[config.mk]
export PLATFORM = sky130hd
export DESIGN_NAME = vtype_ratio_mod
export DESIGN_NICKNAME = d
export VERILOG_FILES = /design/src/rtl/vmod_pkg.sv /design/src/rtl/vmod_field_chk.sv /design/src/rtl/vmod_scaler.sv /design/src/rtl/vtype_ratio_mod.sv
export SDC_FILE = /design/constraint.sdc
export NUM_CORES = 1
export LEC_CHECK = 0
export BUFFER_PORTS_ARGS = -buffer_cell sky130_fd_sc_hd__buf_2
export CAP_MARGIN = 5
export CORE_UTILIZATION = 40
export CTS_BUF_LIST = sky130_fd_sc_hd__clkbuf_8
export DETAILED_ROUTE_END_ITERATION = 8
export GPL_ROUTABILITY_DRIVEN = 0
export PLACE_DENSITY = 0.68
export SKIP_LAST_GASP = 1
export SYNTH_ARGS = -nofsm -noshare
export SYNTH_HDL_FRONTEND = slang
export SYNTH_SLANG_ARGS = --single-unit
[constraint.sdc]
create_clock -name clk -period 6.05 [get_ports clk]
set_input_delay 0.9075 -clock clk [delete_from_list [all_inputs] [get_ports clk]]
set_output_delay 0.9075 -clock clk [all_outputs]
set_load 0.005 [all_outputs]
[src/rtl/vmod_pkg.sv]
package vmod_pkg;
  localparam int LMUL_LSB  = 0;
  localparam int SEW_LSB   = 3;
  localparam int FLAG_LSB  = 6;
  localparam int NUM_FLAGS = 2;
  localparam int CODE_W    = 3;

  typedef struct packed {
    logic              ok;
    logic [CODE_W-1:0] sew;
    logic [CODE_W-1:0] lmul;
  } scale_res_t;

  // signed 3-bit code to int
  function automatic int sext3(input logic [CODE_W-1:0] c);
    return c[CODE_W-1] ? int'(c) - 8 : int'(c);
  endfunction

  // width exponent minus multiplier exponent: invariant under legal scaling
  function automatic int ratio_key(input logic [CODE_W-1:0] sew,
                                   input logic [CODE_W-1:0] lmul);
    return int'(sew) - sext3(lmul);
  endfunction

  function automatic scale_res_t rescale(input logic [CODE_W-1:0] sew,
                                         input logic [CODE_W-1:0] lmul,
                                         input logic [CODE_W-1:0] k);
    scale_res_t r;
    int ns;
    int nl;
    ns = int'(sew) + sext3(k);
    nl = sext3(lmul) + sext3(k);
    r.ok   = (sew <= 3'd3) && (lmul != 3'd4) && (k != 3'd4) &&
             (ns >= 0) && (ns <= 3) && (nl >= -3) && (nl <= 3);
    r.sew  = 3'(ns);
    r.lmul = 3'(nl);
    return r;
  endfunction
endpackage

[src/rtl/vmod_field_chk.sv]
module vmod_field_chk #(
  parameter int XLEN  = 32,
  parameter int SPEC_W = 5
) (
  input  logic [SPEC_W-1:0] rd_fld,
  input  logic [SPEC_W-1:0] rs1_fld,
  input  logic [XLEN-1:0]   vtype_cur,
  output logic              reserved_hit,
  output logic              vill_hit
);
  assign reserved_hit = (rd_fld != '0) || (rs1_fld != '0);
  assign vill_hit     = vtype_cur[XLEN-1];
endmodule

[src/rtl/vmod_scaler.sv]
module vmod_scaler (
  input  logic [2:0] sew_in,
  input  logic [2:0] lmul_in,
  input  logic [2:0] k_in,
  output logic       scale_ok,
  output logic [2:0] sew_out,
  output logic [2:0] lmul_out
);
  import vmod_pkg::*;
  scale_res_t res;
  always_comb begin
    res      = rescale(sew_in, lmul_in, k_in);
    scale_ok = res.ok;
    sew_out  = res.sew;
    lmul_out = res.lmul;
  end
endmodule

[src/rtl/vtype_ratio_mod.sv]
module vtype_ratio_mod #(
  parameter int XLEN   = 32,
  parameter int SPEC_W = 5
) (
  input  logic              clk,
  input  logic              rst_n,
  input  logic              op_valid,
  input  logic [SPEC_W-1:0] rd_fld,
  input  logic [SPEC_W-1:0] rs1_fld,
  input  logic [SPEC_W-1:0] rs2_fld,
  input  logic [XLEN-1:0]   vtype_cur,
  output logic [XLEN-1:0]   vtype_nxt,
  output logic              vtype_we,
  output logic              illegal_op
);
  import vmod_pkg::*;
  localparam int K_LSB   = 0;
  localparam int SEL_LSB = K_LSB + CODE_W;

  logic              reserved_hit;
  logic              vill_hit;
  logic              scale_ok;
  logic [CODE_W-1:0] sew_new;
  logic [CODE_W-1:0] lmul_new;
  logic              op_ok;
  logic [XLEN-1:0]   merged;
  logic [NUM_FLAGS-1:0] flag_new;

  vmod_field_chk #(.XLEN(XLEN), .SPEC_W(SPEC_W)) u_chk (
    .rd_fld(rd_fld), .rs1_fld(rs1_fld), .vtype_cur(vtype_cur),
    .reserved_hit(reserved_hit), .vill_hit(vill_hit)
  );

  vmod_scaler u_scale (
    .sew_in  (vtype_cur[SEW_LSB +: CODE_W]),
    .lmul_in (vtype_cur[LMUL_LSB +: CODE_W]),
    .k_in    (rs2_fld[K_LSB +: CODE_W]),
    .scale_ok(scale_ok),
    .sew_out (sew_new),
    .lmul_out(lmul_new)
  );

  for (genvar i = 0; i < NUM_FLAGS; i++) begin : g_flag
    assign flag_new[i] = vtype_cur[FLAG_LSB+i] | rs2_fld[SEL_LSB+i];
  end

  assign op_ok = scale_ok && !reserved_hit && !vill_hit;

  always_comb begin
    merged = vtype_cur;
    merged[SEW_LSB +: CODE_W]     = sew_new;
    merged[LMUL_LSB +: CODE_W]    = lmul_new;
    merged[FLAG_LSB +: NUM_FLAGS] = flag_new;
  end

  always_ff @(posedge clk) begin
    if (!rst_n) begin
      vtype_nxt  <= '0;
      vtype_we   <= 1'b0;
      illegal_op <= 1'b0;
    end else begin
      vtype_we   <= op_valid && op_ok;
      illegal_op <= op_valid && !op_ok;
      if (op_valid) vtype_nxt <= op_ok ? merged : vtype_cur;
    end
  end

  // write and fault never together
  p_we_ill_excl_r9: assert property (@(posedge clk) disable iff (!rst_n)
    !(vtype_we && illegal_op));

  // idle input gives quiet outputs
  p_idle_quiet_r2: assert property (@(posedge clk) disable iff (!rst_n)
    !op_valid |=> (!vtype_we && !illegal_op));

  // reserved specifiers fault
  p_reserved_fault_r6: assert property (@(posedge clk) disable iff (!rst_n)
    (op_valid && (rd_fld != '0 || rs1_fld != '0)) |=> illegal_op);

  // invalid configuration faults
  p_vill_fault_r7: assert property (@(posedge clk) disable iff (!rst_n)
    (op_valid && vtype_cur[XLEN-1]) |=> illegal_op);

  // ratio preserved on every write
  p_ratio_kept_r10: assert property (@(posedge clk) disable iff (!rst_n)
    op_valid |=> (!vtype_we ||
      ratio_key(vtype_nxt[SEW_LSB +: CODE_W], vtype_nxt[LMUL_LSB +: CODE_W]) ==
      ratio_key($past(vtype_cur[SEW_LSB +: CODE_W]),
                $past(vtype_cur[LMUL_LSB +: CODE_W]))));

  // written codes stay inside legal ranges
  p_codes_legal_r4: assert property (@(posedge clk) disable iff (!rst_n)
    vtype_we |-> (vtype_nxt[LMUL_LSB +: CODE_W] != 3'd4 &&
                  vtype_nxt[SEW_LSB +: CODE_W] <= 3'd3));

  // a failed request passes the input word through
  p_fail_passthru_r9: assert property (@(posedge clk) disable iff (!rst_n)
    op_valid |=> (!illegal_op || vtype_nxt == $past(vtype_cur)));
endmodule

==> impl_metrics.env, run 1 <==
export IMPL_slew_headroom=0.363
export IMPL_fin_crit_ns=4.73
export IMPL_cts_sinks=34
export IMPL_routedWlPerCell_um=12.4
export IMPL_vdd_drop_max_mv=0.109
export IMPL_crit_path_max_fanout=16
export IMPL_rows=26
export IMPL_fmax_mhz=211
export IMPL_drive_above_1_share=0.329
export IMPL_boundaryPins=84
export IMPL_coreArea_um2=5070
export IMPL_initial_core_util=0.415
export IMPL_post_drt_via_cell_ratio=4.76
export IMPL_yosys_area_share_simple=0.173
export IMPL_start_kind="input pin"
export IMPL_dr_total_vias=1681
export IMPL_p_switching_w=0.000146
export IMPL_synth_edff_count=0
export IMPL_synthMuxAreaShare=0.143
export IMPL_first_global_vias=1439
export IMPL_maxCapViolations=0
export IMPL_yosys_cell_types_count=35
export IMPL_dieArea_um2=5560
export IMPL_netlist_area_um2=2110
export IMPL_power_density_nw_per_um2=200
export IMPL_finalClockSkew_ns=0
export IMPL_pwr_share_seq=0.455
export IMPL_syn_area_per_cell_um2=10.5
export IMPL_wirelength_mm=4.38
export IMPL_synth_top_family_by_area="adder cells"
export IMPL_slew_viol_final=0
export IMPL_cp_startpoint="rs2_fld[2]"
export IMPL_p_comb_frac=0.233
export IMPL_synth_area_top_cells="dfxtp_1 32%, fa_1 15%, mux2i_1 14%, ha_1 8.3%, nor2b_1 7.4%"
export IMPL_grt_pass1_wl_mm=6.60
export IMPL_ys_warn_count=0
export IMPL_drcViolationCount=0
export IMPL_syn_nets=280
export IMPL_die_y_um=74.6
export IMPL_end_kind="flop"
export IMPL_grt_overflow_total=0
export IMPL_seq_area_frac_synth=0.323
export IMPL_synth_xor_area_share=0.00416
export IMPL_setup_viol=0
export IMPL_ant_nets=0
export IMPL_grt_total_usage=0.158
export IMPL_hold_path_class="flop to flop"
export IMPL_required_ns=6.17
export IMPL_place_area_um2=2580
export IMPL_ys_seq_elements=34
export IMPL_grt_max_degree=41
export IMPL_hold_viol=0
export IMPL_fin_util=0.526
export IMPL_tightest_slew_ns=0.955
export IMPL_die_w_um=74.6
export IMPL_hp_start="vtype_nxt[20]$_SDFFE_PN0P_"
export IMPL_syn2layout_area_growth_pct=26.8
export IMPL_fin_tns_setup_ns=0
export IMPL_switching_share=0.274
export IMPL_synth_ff_type="dfxtp_1"
export IMPL_holdWs_ns=0.512
export IMPL_stdcell_area_um2=2670
export IMPL_cts_setup_buffers=0
export IMPL_antenna_found_initial=0
export IMPL_status="complete, no violations"
export IMPL_synth_top_area_cell="dfxtp_1"
export IMPL_fin_ws_ns=1.32
export IMPL_cts_tree="built"
export IMPL_hpwlAfterDp_mm=3.30
export IMPL_hold_buffers=0
export IMPL_fin_crit_sh=0.782
export IMPL_p_leak_nw=1.32
export IMPL_dp_slack_ns=0.992
export IMPL_yosysTopAreaCellShare=0.323
export IMPL_first_iter_violations=62
export IMPL_cts_buffer_depth=2
export IMPL_synth_async_reset_ratio=0
export IMPL_synth_compound_area_frac=0.0879
export IMPL_clock_power_share=0.313
export IMPL_h_tree_depth=2
export IMPL_numCtsBuffers=5
export IMPL_rsz0062_at_grt="false"
export IMPL_final_nets=362
export IMPL_postSynthCellCount=200
export IMPL_synth_adder_area_share=0.235
export IMPL_antenna_cells=0
export IMPL_p_int_w=0.000388
export IMPL_clkTransAtPathRegs_ns=0.06
export IMPL_clock_latency_ns=0.28
export IMPL_fill_cells=483
export IMPL_drt_pass1_iter_count=4
export IMPL_cts_resized=0
export IMPL_crit_type="input pin to flop"
export IMPL_root_buffer="clkbuf_8"
export IMPL_critPathArrivalTime_ns=4.86
export IMPL_synth_most_common_cell="dfxtp_1"
export IMPL_synthTopCellsByCount="34 x dfxtp_1, 30 x mux2i_1, 25 x nor2b_1, 16 x fa_1, 14 x ha_1"
export IMPL_r2r_start="vtype_nxt[2]$_SDFFE_PN0P_"
export IMPL_port_buffers=83
==> worst paths after layout <==
check                           cells after the start                         end  slack (ns)
worst max-delay path                               10   vtype_nxt[4]$_SDFFE_PN0P_        1.32
worst min-delay path                                2  vtype_nxt[20]$_SDFFE_PN0P_        0.51
worst max register to register                      2   vtype_nxt[2]$_SDFFE_PN0P_        5.35
worst min register to register                      2  vtype_nxt[20]$_SDFFE_PN0P_        0.51
==> layer usage <==
metal	global-route usage	part of all wire	routed length, µm	up-vias
li1	-	-	-	849
met1	0.194	0.45	1960	764
met2	0.255	0.46	2020	62
met3	0.0528	0.078	341	6
met4	0.0650	0.013	58	0
met5	0	0	0	-
==> through the flow <==
stage          std cells  power (W)
6_report             353   0.000535
3_3_place_gp         345   0.000369
4_1_cts              353   0.000542
2_1_floorplan        200   0.000323
3_5_place_dp         345   0.000373
5_1_grt              353   0.000571
==> flip-flops by register name, summed over array words and instances, names as in the netlist <==
| register | cells |
|---|---|
| vtype_nxt | 32 |
| illegal_op | 1 |
| vtype_we | 1 |
==> logic make-up (layout without fill, tap and decap cells) <==
family,count (synthesis),in the layout
mux,30,30
compound gates,29,29
buf+inv,19,102
flops,34,34
simple gates,57,57
fa+ha+maj,30,30
xor+xnor,1,1
==> power groups by stage <==
stage               clock network (W)   logic, W  registers (W)
floorplan                           0  0.0000738       0.000250
global placement                    0   0.000122       0.000247
detailed placement                  0   0.000125       0.000248
CTS                          0.000174   0.000125       0.000243
global route                 0.000185   0.000142       0.000244
finish                       0.000167   0.000124       0.000243
==> worst max-delay path: stages <==
cell and delay (ns):
buf_2 0.28, inv_1 0.46, fa_1 0.59, fa_1 0.39
fa_1 0.45, or4_1 0.52, or4_4 0.45, a211oi_4 0.47
mux2i_1 0.24, a21oi_1 0.08
==> cell type report <==
class | instances | area [µm²] | share of cell area
multi-input cells | 147 | 1360 | 0.507
flip-flops and latches | 34 | 681 | 0.255
inverters | 11 | 41.3 | 0.0155
clock inverters | 2 | 8.76 | 0.00328
repair buffers | 83 | 415 | 0.156
well taps | 70 | 87.6 | 0.0328
clock buffers | 6 | 82.6 | 0.0309
==> cells in the final DEF (no fill, tap or decap), types with 3 or more instances in the layout <==
cell type / n
clkbuf_8: 6
a21oi_1: 12
dfxtp_1: 34
nand2_1: 3
nor2b_1: 25
buf_2: 83
nand2b_1: 4
a21o_1: 4
fa_1: 16
nor4b_1: 3
o21ai_0: 7
ha_1: 14
nor2_1: 5
nand4_1: 3
inv_1: 12
mux2i_1: 30
nor4_1: 3
No activity file was read; power rests on OpenSTA's default activity.
==> run 2, diff against run 1 <==
clock period = 4.9 ns   (was 6.05 ns; I/O delays follow)
==> impl_metrics.env, run 2 (synthesis gave the netlist of run 1 again) <==
export IMPL_status="complete, no violations"
export IMPL_end_kind="flop"
export IMPL_grt_overflow_total=0
export IMPL_reg_top3="vtype_nxt: 32 flops, illegal_op: 1 flops, vtype_we: 1 flops"
export IMPL_required_ns=5.02
export IMPL_grt_total_usage=0.167
export IMPL_cts_tree="built"
export IMPL_die_y_um=74.6
export IMPL_fin_ws_ns=0.564
export IMPL_maxCapViolations=0
export IMPL_cts_buffer_depth=2
export IMPL_dr_total_vias=1689
export IMPL_port_buffers=83
export IMPL_dp_slack_ns=0.303
export IMPL_hold_path_class="flop to flop"
export IMPL_drcViolationCount=0
export IMPL_boundaryPins=84
export IMPL_r2r_start="vtype_nxt[2]$_SDFFE_PN0P_"
export IMPL_root_buffer="clkbuf_8"
export IMPL_r2r_cells=2
export IMPL_top_register="vtype_nxt"
export IMPL_fin_tns_setup_ns=0
export IMPL_h_tree_depth=2
export IMPL_numCtsBuffers=5
export IMPL_clock_latency_ns=0.28
export IMPL_largest_reg_flops=32
export IMPL_finalClockSkew_ns=0
export IMPL_first_global_vias=1431
export IMPL_fin_crit_ns=4.34
export IMPL_worstHoldPathCells=2
export IMPL_hold_viol=0
export IMPL_ant_nets=0
export IMPL_hold_buffers=0
export IMPL_rsz0062_at_grt="false"
export IMPL_grt_max_degree=41
export IMPL_post_drt_via_cell_ratio=4.77
export IMPL_r2r_end="vtype_nxt[2]$_SDFFE_PN0P_"
export IMPL_slew_viol_final=0
export IMPL_fmax_mhz=231
export IMPL_final_nets=364
export IMPL_antenna_found_initial=0
export IMPL_drive_above_1_share=0.335
export IMPL_holdWs_ns=0.507
export IMPL_crit_path_max_fanout=8
export IMPL_cts_setup_buffers=0
export IMPL_fin_util=0.534
export IMPL_final_seq_area_um2=681
export IMPL_cts_resized=0
export IMPL_wirelength_mm=4.64
export IMPL_hpwlAfterDp_mm=3.55
export IMPL_multi_input_area_um2=1360
export IMPL_crit_type="input pin to flop"
export IMPL_layout_commonest_cell="buf_2"
export IMPL_setup_viol=0
export IMPL_slew_headroom=0.358
export IMPL_fin_crit_sh=0.885
export IMPL_tightest_slew_ns=0.963
export IMPL_hp_start="vtype_nxt[8]$_SDFFE_PN0P_"
export IMPL_syn2layout_area_growth_pct=28.5
export IMPL_final_cell_mix="83 x buf_2, 34 x dfxtp_1, 30 x mux2i_1"
export IMPL_vdd_drop_max_mv=0.104
export IMPL_die_w_um=74.6
export IMPL_initial_core_util=0.415
export IMPL_clkTransAtPathRegs_ns=0.07
export IMPL_p_leak_nw=1.34
export IMPL_routedWlPerCell_um=13.1
export IMPL_cts_sinks=34
export IMPL_rows=26
export IMPL_first_iter_violations=27
export IMPL_power_density_nw_per_um2=263
export IMPL_critPathArrivalTime_ns=4.45
export IMPL_coreArea_um2=5070
export IMPL_antenna_cells=0
export IMPL_r2r_slack_ns=4.21
export IMPL_grt_pass1_wl_mm=6.86
export IMPL_start_kind="input pin"
export IMPL_drt_pass1_iter_count=5
export IMPL_dieArea_um2=5560
export IMPL_hold_end="vtype_nxt[8]$_SDFFE_PN0P_"
export IMPL_fill_cells=476
## run 2: cell types whose count changed in the layout (fill, tap and decap cells not counted), sizes merged
cell	change
inv	-1
buf	+2
clkinv	-1
bufinv	+1
## run 2: critical path, stage by stage
cell and delay (ns):
buf_2 0.12, ha_1 0.21, fa_1 0.23, inv_1 0.06, fa_1 0.40, fa_1 0.43
fa_1 0.46, or4_1 0.52, or4_4 0.45, a211oi_4 0.47, mux2i_1 0.27, a21oi_1 0.09
## run 2: cell type report
class                   instances  area share
flip-flops and latches         34       0.251
well taps                      70      0.0323
repair buffers                 85       0.159
multi-input cells             147       0.500
inverters                      11      0.0152
clock inverters                 1      0.0111
clock buffers                   6      0.0305
## run 2: worst max path at each step
| stage | from | endpoint | slack [ns] | depth (start not counted) |
|---|---|---|---|---|
| CTS | rs2_fld[0] | vtype_nxt[3]$_SDFFE_PN0P_ | 0.57 | 12 |
| global route | rs2_fld[2] | vtype_nxt[3]$_SDFFE_PN0P_ | 0.36 | 14 |
| detailed placement | rs2_fld[2] | vtype_nxt[4]$_SDFFE_PN0P_ | 0.30 | 14 |
| global placement | rs2_fld[0] | vtype_nxt[1]$_SDFFE_PN0P_ | 0.41 | 12 |
| finish | rs2_fld[0] | vtype_nxt[3]$_SDFFE_PN0P_ | 0.56 | 12 |
| floorplan | rs2_fld[2] | vtype_nxt[0]$_SDFFE_PN0P_ | 0.73 | 9 |
## run 2: metrics by stage
step,instance area (µm²),power (W),std cells
5_1_grt,2710,0.000754,354
3_5_place_dp,2590,0.000465,347
6_report,2710,0.000711,354
3_3_place_gp,2590,0.000459,347
4_1_cts,2710,0.000721,354
2_1_floorplan,2110,0.000399,200
## run 2: report_power, final
group / internal, W / switching (W) / leakage, nW
sequential: 0.000293 / 0.00000687 / 0.281
clock: 0.000163 / 0.0000907 / 0.0573
combinational: 0.0000768 / 0.0000809 / 1.00
total: 0.000532 / 0.000178 / 1.34
## run 2: routing by layer
metal	global-route usage	routed length, µm	vias up
met1	0.201	2030	772
met2	0.277	2240	60
met3	0.0501	316	6
met4	0.0692	59	0
met5	0	0	-
li1	-	-	851
==> run 3, diff against run 2 <==
CORE_ASPECT_RATIO = 1.25   (was default)
CORE_MARGIN = 2   (was default)
SKIP_CTS_REPAIR_TIMING = 1   (was default)
==> impl_metrics.env, run 3 (synthesis gave the netlist of run 1 again) <==
export IMPL_cts_sinks=34
export IMPL_fin_tns_setup_ns=0
export IMPL_numCtsBuffers=5
export IMPL_fin_crit_ns=4.22
export IMPL_status="complete, no violations"
export IMPL_drive_above_1_share=0.333
export IMPL_cts_buffer_depth=2
export IMPL_hold_path_class="flop to flop"
export IMPL_ant_nets=0
export IMPL_switching_share=0.273
export IMPL_clkTransAtPathRegs_ns=0.07
export IMPL_final_cell_mix="83 x buf_2, 34 x dfxtp_1, 30 x mux2i_1"
export IMPL_grt_overflow_total=0
export IMPL_finalClockSkew_ns=0
export IMPL_die_y_um=85.1
export IMPL_wirelength_mm=4.45
export IMPL_reg_top3="vtype_nxt: 32 flops, illegal_op: 1 flops, vtype_we: 1 flops"
export IMPL_first_global_vias=1684
export IMPL_fin_crit_sh=0.860
export IMPL_coreArea_um2=5080
export IMPL_crit_path_max_fanout=8
export IMPL_slew_viol_final=0
export IMPL_tightest_slew_ns=0.941
export IMPL_first_iter_violations=51
export IMPL_drcViolationCount=0
export IMPL_hpwlAfterDp_mm=3.51
export IMPL_hold_viol=0
export IMPL_grt_total_usage=0.156
export IMPL_cpPeakStageDelay_ns=0.52
export IMPL_dr_total_vias=1675
export IMPL_fill_cells=503
export IMPL_pwr_share_seq=0.454
export IMPL_path_common_cell="fa_1"
export IMPL_critPathArrivalTime_ns=4.34
export IMPL_grt_max_degree=41
export IMPL_crit_type="input pin to flop"
export IMPL_h_tree_depth=2
export IMPL_end_kind="flop"
export IMPL_fmax_mhz=237
export IMPL_clock_latency_ns=0.28
export IMPL_rsz0062_at_grt="false"
export IMPL_path_buf_inv=2
export IMPL_dieArea_um2=5870
export IMPL_p_comb_frac=0.236
export IMPL_vdd_drop_max_mv=0.127
export IMPL_post_drt_via_cell_ratio=4.83
export IMPL_crit_path_top_delay_cell="or4_1"
export IMPL_top_register="vtype_nxt"
export IMPL_initial_core_util=0.415
export IMPL_port_buffers=83
export IMPL_final_nets=364
export IMPL_cts_tree="built"
export IMPL_crit_chain="buf_2, ha_1, fa_1, inv_1, fa_1, fa_1, fa_1, or4_1, or4_4, a211oi_4, mux2i_1, a21oi_1"
export IMPL_stdcell_count=347
export IMPL_clock_power_share=0.311
export IMPL_required_ns=5.03
export IMPL_placed_cells=339
export IMPL_power_density_nw_per_um2=247
export IMPL_p_int_w=0.000480
export IMPL_slew_headroom=0.372
export IMPL_root_buffer="clkbuf_8"
export IMPL_drt_pass1_iter_count=3
export IMPL_p_switching_w=0.000180
export IMPL_boundaryPins=84
export IMPL_critical_path_top_delay_family="adder cells"
export IMPL_start_kind="input pin"
export IMPL_setup_viol=0
export IMPL_antenna_cells=0
export IMPL_syn2layout_area_growth_pct=27.0
export IMPL_largest_reg_flops=32
export IMPL_maxCapViolations=0
export IMPL_die_w_um=68.9
export IMPL_rows=29
export IMPL_p_leak_nw=1.33
export IMPL_antenna_found_initial=0
export IMPL_routedWlPerCell_um=12.8
export IMPL_layout_commonest_cell="buf_2"
export IMPL_grt_pass1_wl_mm=6.99
-- run 3: changes by cell type in the layout (fill, tap and decap cells not counted) --
cell / change
inv_1: +1
clkinv_2: +1
bufinv_16: -1
-- run 3: worst reg2reg max path, stage by stage, from the launching register on --
cell	delay [ns]
dfxtp_1	0.30
o21ai_0	0.16
a31oi_1	0.06
-- run 3: through the flow --
| stage | area (µm²) | hold WS [ns] | utilization | power, W | setup WS (ns) |
|---|---|---|---|---|---|
| after detailed placement | 2580 | 0.498 | 0.509 | 0.000464 | 0.364 |
| after floorplan | 2110 | 0.508 | - | 0.000399 | 0.730 |
| after global routing | 2680 | 0.548 | 0.527 | 0.000703 | 0.484 |
| after global placement | 2580 | 0.491 | 0.509 | 0.000459 | 0.441 |
| final | 2680 | 0.515 | 0.527 | 0.000660 | 0.684 |
| after CTS | 2680 | 0.517 | 0.527 | 0.000672 | 0.664 |
-- run 3: area by class of cell --
type | instances | area [µm²] | area share
Clock buffer | 6 | 82.6 | 0.0309
Clock inverter | 2 | 8.76 | 0.00327
Inverter | 11 | 41.3 | 0.0154
Multi-Input combinational cell | 147 | 1360 | 0.506
Sequential cell | 34 | 681 | 0.254
Tap cell | 62 | 77.6 | 0.0290
Timing Repair Buffer | 85 | 430 | 0.161
-- run 3: final timing paths --
kind,startpoint,endpoint,slack (ns),depth (start not counted)
min reg2reg,vtype_nxt[11]$_SDFFE_PN0P_,vtype_nxt[11]$_SDFFE_PN0P_,0.51,2
max,rs2_fld[0],vtype_nxt[1]$_SDFFE_PN0P_,0.68,12
max reg2reg,vtype_nxt[2]$_SDFFE_PN0P_,vtype_nxt[2]$_SDFFE_PN0P_,4.21,2
min,vtype_nxt[11]$_SDFFE_PN0P_,vtype_nxt[11]$_SDFFE_PN0P_,0.51,2
-- run 3: power groups by stage --
stage | combinational [W] | clock (W) | sequential [W]
floorplan | 0.0000912 | 0 | 0.000308
global placement | 0.000154 | 0 | 0.000305
detailed placement | 0.000158 | 0 | 0.000306
CTS | 0.000159 | 0.000213 | 0.000300
global route | 0.000178 | 0.000223 | 0.000302
finish | 0.000156 | 0.000205 | 0.000300
-- run 3: metal layers --
| metal | up-vias | track usage | wire [µm] |
|---|---|---|---|
| met3 | 13 | 0.0265 | 342 |
| met1 | 745 | 0.176 | 1850 |
| met4 | 0 | 0.0963 | 170 |
| met2 | 65 | 0.264 | 2090 |
| met5 | - | 0 | 0 |
| li1 | 852 | - | - |
